## src/rtl/vsel_pkg.sv

```systemverilog
// Package: shared selection codes and helpers for the video path selector.
// Assumes: source k of the packed source buses maps to code k+1.
package vsel_pkg;
    localparam int SEL_W = 3;

    typedef enum logic [SEL_W-1:0] {
        SEL_OFF = 3'd0,
        SEL_AUX = 3'd1,
        SEL_BP0 = 3'd2,
        SEL_BP1 = 3'd3,
        SEL_SEC = 3'd4
    } sel_code_e;

    // True when a code names a source that exists in a build with nsrc sources.
    function automatic logic code_names_src(input logic [SEL_W-1:0] code, input int nsrc);
        return (code != SEL_OFF) && (int'(code) <= nsrc);
    endfunction
endpackage

```

## src/rtl/vsel_cfg.sv

```systemverilog
// Module: vsel_cfg
// Holds the pending (shadow) and active selection codes. Commits the pending
// code on the frame start that applies: the pending source's valid new-frame
// when the code names a source, otherwise the active source's valid new-frame.
// Assumes: src_fire[k] is already valid AND new-frame for source k.
module vsel_cfg
    import vsel_pkg::*;
#(
    parameter int NSRC = 4
) (
    input  logic             clk,
    input  logic             rst_n,
    input  logic             wr_en,
    input  logic [SEL_W-1:0] wr_sel,
    input  logic [NSRC-1:0]  src_fire,
    output logic [SEL_W-1:0] pending_q,
    output logic [SEL_W-1:0] active_q,
    output logic [SEL_W-1:0] eff_sel,
    output logic             commit
);
    logic pend_fire;
    logic act_fire;

    // Look up the frame-start pulse of the pending and the active source.
    always_comb begin
        pend_fire = 1'b0;
        act_fire  = 1'b0;
        for (int k = 0; k < NSRC; k++) begin
            if (pending_q == SEL_W'(k + 1)) pend_fire = src_fire[k];
            if (active_q  == SEL_W'(k + 1)) act_fire  = src_fire[k];
        end
    end

    // Decide the commit and the selection that steers this cycle's data.
    always_comb begin
        if (code_names_src(pending_q, NSRC)) commit = pend_fire;
        else                                 commit = act_fire;
        eff_sel = commit ? pending_q : active_q;
    end

    // Pending register: takes each software write.
    always_ff @(posedge clk) begin
        if (!rst_n)     pending_q <= SEL_OFF;
        else if (wr_en) pending_q <= wr_sel;
    end

    // Active register: follows the pending code only on a commit.
    always_ff @(posedge clk) begin
        if (!rst_n)      active_q <= SEL_OFF;
        else if (commit) active_q <= pending_q;
    end

    assert_shadow_write_R2: assert property (@(posedge clk) disable iff (!rst_n)
        wr_en |=> pending_q == $past(wr_sel));
    assert_active_hold_R2: assert property (@(posedge clk) disable iff (!rst_n)
        !commit |=> $stable(active_q));
    assert_commit_take_R3: assert property (@(posedge clk) disable iff (!rst_n)
        commit |=> active_q == $past(pending_q));
    assert_commit_needs_fire_R10: assert property (@(posedge clk) disable iff (!rst_n)
        commit |-> (src_fire != '0));
endmodule

```

## src/rtl/vsel_mux.sv

```systemverilog
// Module: vsel_mux
// AND-OR selector: forwards the source named by sel. Markers and data are
// gated by that source's valid. A code naming no source forwards nothing.
// Assumes: sel is already the effective selection for this cycle.
module vsel_mux
    import vsel_pkg::*;
#(
    parameter int NSRC   = 4,
    parameter int DATA_W = 16
) (
    input  logic [SEL_W-1:0]       sel,
    input  logic [NSRC*DATA_W-1:0] src_data,
    input  logic [NSRC-1:0]        src_valid,
    input  logic [NSRC-1:0]        src_nf,
    input  logic [NSRC-1:0]        src_eof,
    output logic [DATA_W-1:0]      pix_data,
    output logic                   pix_valid,
    output logic                   pix_nf,
    output logic                   pix_eof,
    output logic                   sel_ok
);
    logic [NSRC-1:0] hit;

    // One-hot decode of the selection code, one bit per source.
    genvar g;
    generate
        for (g = 0; g < NSRC; g++) begin : g_dec
            assign hit[g] = (sel == SEL_W'(g + 1));
        end
    endgenerate

    // Merge the selected, valid-qualified stream.
    always_comb begin
        pix_data  = '0;
        pix_valid = 1'b0;
        pix_nf    = 1'b0;
        pix_eof   = 1'b0;
        for (int k = 0; k < NSRC; k++) begin
            if (hit[k] && src_valid[k]) begin
                pix_data  = pix_data | src_data[k*DATA_W +: DATA_W];
                pix_valid = 1'b1;
                pix_nf    = src_nf[k];
                pix_eof   = src_eof[k];
            end
        end
        sel_ok = |hit;
    end
endmodule

```

## src/rtl/vsel_outreg.sv

```systemverilog
// Module: vsel_outreg
// Single pipeline stage that re-issues the selected stream and its markers.
// Assumes: inputs come straight from the selector in the same cycle.
module vsel_outreg #(
    parameter int DATA_W = 16
) (
    input  logic              clk,
    input  logic              rst_n,
    input  logic              sel_ok,
    input  logic [DATA_W-1:0] in_data,
    input  logic              in_valid,
    input  logic              in_nf,
    input  logic              in_eof,
    output logic [DATA_W-1:0] out_data,
    output logic              out_valid,
    output logic              out_nf,
    output logic              out_eof
);
    // Register the stream; reset clears data and every marker.
    always_ff @(posedge clk) begin
        if (!rst_n) begin
            out_data  <= '0;
            out_valid <= 1'b0;
            out_nf    <= 1'b0;
            out_eof   <= 1'b0;
        end else begin
            out_data  <= in_data;
            out_valid <= in_valid;
            out_nf    <= in_nf;
            out_eof   <= in_eof;
        end
    end

    assert_one_clock_R4: assert property (@(posedge clk) disable iff (!rst_n)
        in_valid |=> out_valid && out_data == $past(in_data));
    assert_quiet_when_off_R5: assert property (@(posedge clk) disable iff (!rst_n)
        !sel_ok |=> !out_valid && !out_nf && !out_eof && out_data == '0);
    assert_markers_need_valid_R10: assert property (@(posedge clk) disable iff (!rst_n)
        (out_nf || out_eof) |-> out_valid);
endmodule

```

## src/rtl/vid_path_sel.sv

```systemverilog
// Module: vid_path_sel (top)
// Frame-synchronous path selector: the pending code is committed on a frame
// start, the chosen stream leaves through one register stage.
// Assumes: each source raises new-frame together with valid on its first pixel.
module vid_path_sel
    import vsel_pkg::*;
#(
    parameter int DATA_W  = 16,
    parameter int HAS_SEC = 1,
    localparam int NSRC   = (HAS_SEC != 0) ? 4 : 3
) (
    input  logic                   clk,
    input  logic                   rst_n,
    input  logic                   cfg_wr_en,
    input  logic [SEL_W-1:0]       cfg_wr_sel,
    output logic [SEL_W-1:0]       cfg_pending,
    output logic [SEL_W-1:0]       cfg_active,
    input  logic [NSRC*DATA_W-1:0] src_data,
    input  logic [NSRC-1:0]        src_valid,
    input  logic [NSRC-1:0]        src_nf,
    input  logic [NSRC-1:0]        src_eof,
    output logic [DATA_W-1:0]      out_data,
    output logic                   out_valid,
    output logic                   out_nf,
    output logic                   out_eof
);
    logic [NSRC-1:0]   fire;
    logic [SEL_W-1:0]  eff_sel;
    logic              commit;
    logic [DATA_W-1:0] pix_data;
    logic              pix_valid;
    logic              pix_nf;
    logic              pix_eof;
    logic              sel_ok;

    // Frame starts count only when they come with valid.
    assign fire = src_valid & src_nf;

    vsel_cfg #(.NSRC(NSRC)) u_cfg (
        .clk       (clk),
        .rst_n     (rst_n),
        .wr_en     (cfg_wr_en),
        .wr_sel    (cfg_wr_sel),
        .src_fire  (fire),
        .pending_q (cfg_pending),
        .active_q  (cfg_active),
        .eff_sel   (eff_sel),
        .commit    (commit)
    );

    vsel_mux #(.NSRC(NSRC), .DATA_W(DATA_W)) u_mux (
        .sel       (eff_sel),
        .src_data  (src_data),
        .src_valid (src_valid),
        .src_nf    (src_nf),
        .src_eof   (src_eof),
        .pix_data  (pix_data),
        .pix_valid (pix_valid),
        .pix_nf    (pix_nf),
        .pix_eof   (pix_eof),
        .sel_ok    (sel_ok)
    );

    vsel_outreg #(.DATA_W(DATA_W)) u_out (
        .clk       (clk),
        .rst_n     (rst_n),
        .sel_ok    (sel_ok),
        .in_data   (pix_data),
        .in_valid  (pix_valid),
        .in_nf     (pix_nf),
        .in_eof    (pix_eof),
        .out_data  (out_data),
        .out_valid (out_valid),
        .out_nf    (out_nf),
        .out_eof   (out_eof)
    );

    assert_nf_commits_R3: assert property (@(posedge clk) disable iff (!rst_n)
        (commit && code_names_src(cfg_pending, NSRC)) |=> out_nf && out_valid);
endmodule

```

## config.mk

```make
export PLATFORM = sky130hd
export DESIGN_NAME = vid_path_sel
export DESIGN_NICKNAME = d
export VERILOG_FILES = /design/src/rtl/vsel_pkg.sv /design/src/rtl/vsel_cfg.sv /design/src/rtl/vsel_mux.sv /design/src/rtl/vsel_outreg.sv /design/src/rtl/vid_path_sel.sv
export SDC_FILE = /design/constraint.sdc
export NUM_CORES = 1
export LEC_CHECK = 0
export BUFFER_PORTS_ARGS = -buffer_cell sky130_fd_sc_hd__buf_2
export CELL_PAD_IN_SITES_DETAIL_PLACEMENT = 1
export CELL_PAD_IN_SITES_GLOBAL_PLACEMENT = 2
export CORE_MARGIN = 1
export CORE_UTILIZATION = 21
export DETAILED_ROUTE_END_ITERATION = 7
export GPL_TIMING_DRIVEN = 1
export PLACE_DENSITY_LB_ADDON = 0.1
export SLEW_MARGIN = 15
export SYNTH_ARGS = -nofsm -noshare
export SYNTH_HDL_FRONTEND = slang
export SYNTH_SLANG_ARGS = --single-unit
```

## constraint.sdc

```tcl
create_clock -name clk -period 2.69 [get_ports clk]
set_clock_uncertainty 0.15 [all_clocks]
set_input_delay 0.1345 -clock clk [delete_from_list [all_inputs] [get_ports clk]]
set_output_delay 0.1345 -clock clk [all_outputs]
set_load 0.05 [all_outputs]
```

* After elaboration in Yosys (flattened, before gate mapping)
Index checks and enable logic that the tools add are counted.
Word-level totals: bits of input ports 82, output and inout bits 25, bits in registers 25, word-level logic and storage cells 55
Cells by class: $lt $le $gt $ge 1, eq/ne operators 12, multiplexer cells 26, reductions and logical operators 6, bitwise logic cells 4
Operators with widths (number):
- 2-to-1 mux 16 bit | 4
- OR 16 bit | 3
- 2-to-1 mux 1 bit | 21
- == test 3 x 2 -> 1 bit, second input constant | 6
- == test 3 x 1 -> 1 bit, second input constant | 3
- == test 3 bit, second input constant | 3
- logical AND 1 bit | 5
- bitwise AND 4 bit | 1
- less-or-equal comparator 3 bit, second input constant | 1
- 2-to-1 mux 3 bit | 1
- nonzero test 3 bit | 1

* Logic depth before layout (Yosys ltp)
Gate-level depths: netlist (run 1).
depth after elaboration 16, depth in mapped cells 10, gate-level depth less buffers 8

* Hierarchy
A second synthesis (run 1) with hierarchy kept.
Unflattened totals: cells, all modules 165, area total of the unflattened synthesis 1560.2 um^2
By module, submodules not included:
- vsel_mux | area an instance 608.1 um^2, seq. area each 0.0 um^2, instances 1, cells each 84
- vsel_outreg | area an instance 529.3 um^2, seq. area each 380.4 um^2, instances 1, cells each 39
- vsel_cfg | area an instance 397.9 um^2, seq. area each 120.1 um^2, instances 1, cells each 38
- vid_path_sel | area an instance 25.0 um^2, seq. area each 0.0 um^2, instances 1, cells each 4

* Least setup slack after synthesis (run 1)
No wires, ideal clock.
kind reg2reg, start register u_cfg.pending_q[0], end register u_out.out_valid, cell stages (with the launch flop) 10, path buffers 2, period minus slack after synthesis 2.990 ns, library setup time 0.132 ns, path slack -0.300 ns, data required time 2.408 ns, data arrival time 2.708 ns, cell sequence dfxtp_1 -> clkbuf_1 -> nor2_1 -> ha_1 -> or3_1 -> o21ai_1 -> nor2_1 -> buf_2 -> o41ai_1 -> a21oi_1
On the way: cells in the longest elaborated chain, start to end 13, elaborated cells on any way between the ends 25, classes of those cells 1 x order compare; 8 x eq/ne; 10 x mux; 6 x reduce/logical
RTL lines:
- from (decl) | RTL line vsel_cfg.sv:16 | output logic [SEL_W-1:0] pending_q,
- from (signal assigned) | RTL line vsel_cfg.sv:44 | else if (wr_en) pending_q <= wr_sel;
- == test 3 x 1 -> 1 bit | RTL line vsel_cfg.sv:29 | if (pending_q == SEL_W'(k + 1)) pend_fire = src_fire[k];
- 2-to-1 mux 1 bit (4 in a row) | RTL line vsel_cfg.sv:29
- 2-to-1 mux 1 bit | RTL line vsel_cfg.sv:36 | if (code_names_src(pending_q, NSRC)) commit = pend_fire;
- 2-to-1 mux 3 bit (*) | RTL line vsel_cfg.sv:38 | eff_sel = commit ? pending_q : active_q;
- == test 3 x 1 -> 1 bit | RTL line vsel_mux.sv:28 | assign hit[g] = (sel == SEL_W'(g + 1));
- logical AND 1 bit | RTL line vsel_mux.sv:39 | if (hit[k] && src_valid[k]) begin
- 2-to-1 mux 1 bit (3 in a row) | RTL line vsel_mux.sv:39
- 2-to-1 mux 1 bit (*) | RTL line vsel_mux.sv:39
- to (signal assigned) | RTL line vsel_outreg.sv:28 | out_valid <= in_valid;
- to (decl) | RTL line vsel_outreg.sv:15 | output logic out_valid,
Every way passes the cells marked *; elsewhere a longest branch is shown, timed or not. A chain may end at the register's enable or synchronous reset.

* Worst setup path after layout (run 1)
start register u_cfg.pending_q[0], end register u_out.out_data[7]
On the way: cells in the longest elaborated chain, start to end 16, elaborated cells on any way between the ends 28, classes of those cells 1 x order compare; 8 x eq/ne; 10 x mux; 3 x bitwise; 6 x reduce/logical
RTL lines:
- == test 3 x 1 -> 1 bit | RTL line vsel_cfg.sv:29
- 2-to-1 mux 1 bit (4 in a row) | RTL line vsel_cfg.sv:29
- 2-to-1 mux 1 bit | RTL line vsel_cfg.sv:36
- 2-to-1 mux 3 bit (*) | RTL line vsel_cfg.sv:38
- == test 3 x 1 -> 1 bit | RTL line vsel_mux.sv:28
- logical AND 1 bit | RTL line vsel_mux.sv:39
- 2-to-1 mux 16 bit | RTL line vsel_mux.sv:39
- OR 16 bit | RTL line vsel_mux.sv:40 | pix_data = pix_data | src_data[k*DATA_W +: DATA_W];
- 2-to-1 mux 16 bit | RTL line vsel_mux.sv:39
- OR 16 bit | RTL line vsel_mux.sv:40
- 2-to-1 mux 16 bit | RTL line vsel_mux.sv:39
- OR 16 bit | RTL line vsel_mux.sv:40
- 2-to-1 mux 16 bit (*) | RTL line vsel_mux.sv:39
- to (signal assigned) | RTL line vsel_outreg.sv:27 | out_data <= in_data;
- to (decl) | RTL line vsel_outreg.sv:14 | output logic [DATA_W-1:0] out_data,
Marks and branches as above.

==> results of run 1 <==
-- worst reg2reg max path, stage by stage, from the launching register on --
cell,delay (ns)
dfxtp_4,0.35
nor2_1,0.10
ha_1,0.24
or3_1,0.38
o21ai_2,0.36
nor4b_4,0.11
o211ai_4,0.40
buf_12,0.19
o211ai_1,0.11
-- how the worst max path moves through the flow --
stage,from,slack (ns),endpoint,depth (start not counted)
2_1_floorplan,u_cfg.pending_q[0],0.03,u_out.out_eof,9
3_3_place_gp,u_cfg.pending_q[2],0.07,u_out.out_data[1],7
3_5_place_dp,u_cfg.active_q[2],0.06,u_out.out_data[9],6
4_1_cts,u_cfg.active_q[2],0.02,u_out.out_data[8],6
5_1_grt,u_cfg.pending_q[0],0.008,u_out.out_data[4],8
6_report,u_cfg.pending_q[0],0.19,u_out.out_data[7],8
-- per-layer routing --
metal	GRT usage (%)	up-vias	routed length, um
met2	33.2	92	4200
met5	0	-	0
met1	22.9	1223	3660
met3	3.71	8	539
met4	4.10	0	86
li1	-	1207	-
-- state kept, by name, indices dropped and copies added, names as in the netlist --
| signal | count |
|---|---|
| u_cfg.active_q | 3 |
| u_cfg.pending_q | 3 |
| u_out.out_data | 16 |
| u_out.out_valid | 1 |
| u_out.out_eof | 1 |
| u_out.out_nf | 1 |
-- timing repair --
item	CTS	global route
endpoints found under the setup margin	0	17
gates resized for setup	0	4
buffers inserted	0	0
hold endpoints to repair	19	0
hold buffers	35	0
-- cell type report --
cell class | instances | area (um2) | area share [%]
Inverter | 3 | 11.3 | 0.371
Sequential cell | 25 | 509 | 16.8
Tap cell | 108 | 135 | 4.45
Clock buffer | 4 | 45.0 | 1.48
Timing Repair Buffer | 162 | 1050 | 34.6
Multi-Input combinational cell | 176 | 1280 | 42.3
-- cells by family (layout without fill, tap and decap cells) --
group / count (synthesis) / in the layout / synth area share, %
mux: 4 / 4 / 2.41
simple gates: 61 / 61 / 18.4
buf+inv: 25 / 169 / 6.17
compound gates: 110 / 110 / 45.5
fa+ha+maj: 1 / 1 / 0.670
flops: 25 / 25 / 26.8
-- Yosys cell counts, types with 3 or more instances --
master and number:
o21ai_0 20, nand2_1 25, a21oi_1 9, a211o_1 16
a222oi_1 18, nor2_1 11, nand2b_1 3, buf_2 3
o211ai_1 16, clkbuf_1 14, mux2i_1 3, dfxtp_1 25
a22oi_1 16, nand3_1 3
-- through the flow --
step	area (um2)	hold slack [ns]	setup slack [ns]	util, %
after CTS	3020	0.00970	0.0181	34.8
after global placement	2620	0.228	0.0684	30.2
after detailed placement	2620	0.239	0.0583	30.2
final	3030	0.0186	0.187	35.0
after global routing	3030	0.0398	0.00843	35.0
after floorplan	1880	0.130	0.0295	-
-- power groups by stage --
stage | registers [mW] | clock network [mW] | logic (mW)
4_1_cts | 0.390 | 0.268 | 0.303
6_report | 0.389 | 0.244 | 0.303
2_1_floorplan | 0.446 | 0 | 0.0942
3_5_place_dp | 0.398 | 0 | 0.264
3_3_place_gp | 0.398 | 0 | 0.262
5_1_grt | 0.391 | 0.277 | 0.330
==> impl_metrics.env, run 1 <==
export IMPL_synth_warnings=0
export IMPL_initial_core_util_pct=21.5
export IMPL_fp_row_count=34
export IMPL_cts_root_buf="clkbuf_8"
export IMPL_crit_path_start_kind="register"
export IMPL_drc=0
export IMPL_worstSetupPathType="register to register"
export IMPL_p_int_uw=626
export IMPL_fin_cells=478
export IMPL_netlist_area_um2=1870
export IMPL_drv_slew=0
export IMPL_crit_chain="nor2_1 > ha_1 > or3_1 > o21ai_2 > nor4b_4 > o211ai_4 > buf_12 > o211ai_1"
export IMPL_hold_depth=3
export IMPL_die_area_um2=9270
export IMPL_fill_cells=1074
export IMPL_worst_path_buf_inv=1
export IMPL_power_density_nw_per_um2=309
export IMPL_finalSetupViolations=0
export IMPL_slowest_stage="o211ai_4"
export IMPL_cts_tree="done"
export IMPL_dpl_hpwl_um=6190
export IMPL_port_buffers=106
export IMPL_required_ns=2.70
export IMPL_status="completed"
export IMPL_synth_main_ff_cell="dfxtp_1"
export IMPL_worstMarginPinSlew_ns=0.631
export IMPL_min_from="cfg_wr_en"
export IMPL_synth_cells=226
export IMPL_crit_arrival_ns=2.51
export IMPL_path_clk_slew_ns=0.10
export IMPL_max_freq_mhz=399
export IMPL_cts_inserted_buffers=3
export IMPL_ctsLongestPathBuffers=2
export IMPL_layout_commonest_cell="buf_2"
export IMPL_n_antenna_cell=0
export IMPL_nNetsFinal=454
export IMPL_fp_dieW_um=96.3
export IMPL_vias_per_cell=5.29
export IMPL_r2r_setup_slack_ns=0.19
export IMPL_drv_cap=0
export IMPL_hp_class="primary input to register"
export IMPL_routed_wl_um=8480
export IMPL_reg2reg_to="u_out.out_data[7]"
export IMPL_power_leakage_nw=1.38
export IMPL_post_synth_num_cell_types=50
export IMPL_vias=2530
export IMPL_max_stage_delay_ns=0.40
export IMPL_synth_area_leaders="dfxtp_1, a222oi_1, a211o_1, a22oi_1, o211ai_1"
export IMPL_ys_seq_area_share_pct=26.8
export IMPL_total_power_uw=936
export IMPL_syn_nets=309
export IMPL_mostFrequentLayoutCells="buf_2, dlygate4sd3_1, nand2_1"
export IMPL_relSlewSlack_pct=57.8
export IMPL_min_to="u_cfg.pending_q[1]"
export IMPL_r2r_cells=8
export IMPL_pin_count=107
export IMPL_gp_congestion=0.824
export IMPL_p_seq_share_pct=41.6
export IMPL_yosys_area_top_type="dfxtp_1"
export IMPL_synth_edf_count=0
export IMPL_dr_pass1_iters=6
export IMPL_avgSynthCellArea_um2=8.26
export IMPL_grt_max_degree=26
export IMPL_p_sw_share_pct=33.1
export IMPL_switching_power_uw=310
export IMPL_min_period_ns=2.50
export IMPL_crit_fanout=12
export IMPL_fin_crit_sh_pct=93.1
export IMPL_combPwrFrac_pct=32.4
export IMPL_wl_per_cell_um=17.7
export IMPL_coreArea_um2=8680
export IMPL_drive_gt1_share_pct=40.3
export IMPL_synth_seq_cells=25
export IMPL_overflow=0
export IMPL_crit_path_end_kind="register"
export IMPL_die_h_um=96.3
export IMPL_cts_sinks=25
export IMPL_cp_top_family="compound AO/OA/AOI/OAI gates"
export IMPL_htree_levels=1
export IMPL_grt_pass1_vias=2640
export IMPL_place_inst=439
export IMPL_grt_pass1_wl_um=13200
export IMPL_antenna_found_initial=0
export IMPL_antenna_left=0
export IMPL_irDropWorstVdd_mv=0.162
export IMPL_syn_to_final_growth_pct=62.5
export IMPL_drt_initial_drc_count=132
export IMPL_clockPowerShare_pct=26.0
export IMPL_async_flop_share_pct=0
export IMPL_track_usage_pct=18.6
export IMPL_hold_violations=0
export IMPL_r2r_start="u_cfg.pending_q[0]"
export IMPL_yosys_area_top_type_share_pct=26.8
export IMPL_finalSetupTns_ns=0
export IMPL_worstSkewPairLatency_ns=0.28
export IMPL_rsz0062_at_grt="false"
Power figures use the tool's default switching activity.
==> run 2, diff against run 1 <==
--- a/config.mk
+++ b/config.mk
@@ -13,6 +13,7 @@
 export DETAILED_ROUTE_END_ITERATION = 7
 export GPL_TIMING_DRIVEN = 1
 export PLACE_DENSITY_LB_ADDON = 0.1
+export RECOVER_POWER = 25
 export SLEW_MARGIN = 15
 export SYNTH_ARGS = -nofsm -noshare
 export SYNTH_HDL_FRONTEND = slang
==> impl_metrics.env, run 2 (synthesized netlist as in run 1, its figures left out) <==
export IMPL_status="completed"
export IMPL_power_density_nw_per_um2=310
export IMPL_regMostFlops="u_out.out_data"
export IMPL_mostFrequentLayoutCells="buf_2, dlygate4sd3_1, nand2_1"
export IMPL_grt_max_degree=26
export IMPL_wl_per_cell_um=17.8
export IMPL_crit_chain="nor2_1 > ha_1 > or3_1 > o21ai_2 > nor4b_4 > o211ai_4 > buf_12 > o211ai_1"
export IMPL_grt_pass1_wl_um=13200
export IMPL_slowest_stage="o211ai_4"
export IMPL_reg2reg_to="u_out.out_data[7]"
export IMPL_cts_setup_buffers=0
export IMPL_crit_path_end_kind="register"
export IMPL_relSlewSlack_pct=57.6
export IMPL_fp_row_count=34
export IMPL_dr_pass1_iters=8
export IMPL_min_from="cfg_wr_en"
export IMPL_finalSetupTns_ns=0
export IMPL_drv_cap=0
export IMPL_antenna_left=0
export IMPL_largest_reg_flops=16
export IMPL_track_usage_pct=18.6
export IMPL_layout_commonest_cell="buf_2"
export IMPL_gp_congestion=0.824
export IMPL_nNetsFinal=454
export IMPL_r2r_setup_slack_ns=0.19
export IMPL_worst_path_buf_inv=1
export IMPL_drt_initial_drc_count=148
export IMPL_finalSetupViolations=0
export IMPL_crit_end="u_out.out_data[7]"
export IMPL_grt_pass1_vias=2640
export IMPL_cts_inserted_buffers=3
export IMPL_dpl_hpwl_um=6190
export IMPL_vias=2524
export IMPL_overflow=0
export IMPL_routed_wl_um=8490
export IMPL_hp_class="primary input to register"
export IMPL_required_ns=2.70
export IMPL_cts_root_buf="clkbuf_8"
export IMPL_coreArea_um2=8680
export IMPL_max_stage_delay_ns=0.40
export IMPL_irDropWorstVdd_mv=0.163
export IMPL_setup_ws_ns=0.190
export IMPL_ctsLongestPathBuffers=2
export IMPL_fin_crit_sh_pct=92.9
export IMPL_cts_sinks=25
export IMPL_total_power_uw=936
export IMPL_cp_startpoint="u_cfg.pending_q[0]"
export IMPL_cp_top_family="compound AO/OA/AOI/OAI gates"
export IMPL_fp_dieW_um=96.3
export IMPL_syn_to_final_growth_pct=61.9
export IMPL_initial_core_util_pct=21.5
export IMPL_worstSkewPairLatency_ns=0.28
export IMPL_r2r_start="u_cfg.pending_q[0]"
export IMPL_vias_per_cell=5.28
export IMPL_port_buffers=106
export IMPL_drv_slew=0
export IMPL_reg_top3="u_out.out_data (16), u_cfg.active_q (3), u_cfg.pending_q (3)"
export IMPL_n_antenna_cell=0
export IMPL_die_h_um=96.3
export IMPL_drive_gt1_share_pct=37.8
export IMPL_htree_levels=1
export IMPL_drc=0
export IMPL_crit_path_start_kind="register"
export IMPL_max_freq_mhz=400
export IMPL_critical_path_depth=8
export IMPL_die_area_um2=9270
export IMPL_r2r_cells=8
export IMPL_pin_count=107
export IMPL_min_period_ns=2.50
export IMPL_rsz0062_at_grt="false"
export IMPL_antenna_found_initial=0
export IMPL_cts_tree="done"
export IMPL_path_clk_slew_ns=0.10
export IMPL_hold_violations=0
export IMPL_worstSetupPathType="register to register"
export IMPL_power_leakage_nw=1.34
export IMPL_crit_arrival_ns=2.51
export IMPL_worstMarginPinSlew_ns=0.634
export IMPL_crit_fanout=12
export IMPL_dp_slack_ns=0.0583
==> run 2: cell count changes in the layout (fill, tap and decap cells not counted) <==
| cell | before | now |
|---|---|---|
| buf_2 | 106 | 97 |
| clkbuf_1 | 1 | 10 |
==> run 2: worst register-to-register path: stages, from the launching register on <==
cell	delay [ns]
dfxtp_4	0.35
nor2_1	0.10
ha_1	0.24
or3_1	0.38
o21ai_2	0.36
nor4b_4	0.11
o211ai_4	0.40
buf_12	0.19
o211ai_1	0.11
==> run 2: cell type report <==
cell class / count / area (um2)
clock buffers: 4 / 45.0
fillers: 1080 / 5660
inverters: 3 / 11.3
multi-input cells: 176 / 1280
flip-flops and latches: 25 / 509
well taps: 108 / 135
repair buffers: 162 / 1040
==> run 2: how the worst min path moves through the flow <==
stage,endpoint,slack [ns],cells past startpoint
after floorplan,u_cfg.pending_q[0],0.13,2
after global placement,u_out.out_data[10],0.23,3
after detailed placement,u_out.out_data[14],0.24,3
after CTS,u_cfg.pending_q[1],0.01,3
after global routing,u_cfg.pending_q[1],0.04,3
final,u_cfg.pending_q[1],0.02,3
==> run 2: per-layer routing <==
layer / vias to the layer above / global-route usage, % / part of all wire (%)
met5: - / 0 / 0
met4: 0 / 4.10 / 1.0
met3: 8 / 3.71 / 6.1
met2: 87 / 33.2 / 49
met1: 1224 / 22.9 / 44
li1: 1205 / - / -
==> run 2: stage by stage <==
stage | hold WS (ns) | std cells | instance area, um2 | utilization, %
detailed placement | 0.239 | 439 | 2620 | 30.2
floorplan | 0.130 | 226 | 1880 | -
global placement | 0.228 | 439 | 2620 | 30.2
CTS | 0.00970 | 478 | 3020 | 34.8
global route | 0.0398 | 478 | 3020 | 34.8
finish | 0.0186 | 478 | 3020 | 34.8
==> run 2: where the power goes <==
group	internal (mW)	total, mW	switching [mW]
Sequential	0.383	0.390	0.00651
Clock	0.106	0.244	0.138
Combinational	0.136	0.302	0.166
Total	0.625	0.936	0.311
==> run 2: repair_timing <==
| action | 4_1_cts | 5_1_grt |
|---|---|---|
| resized for setup | 0 | 4 |
| endpoints found under the hold margin | 19 | 0 |
| hold buffers | 35 | 0 |
| setup endpoints to repair | 0 | 17 |
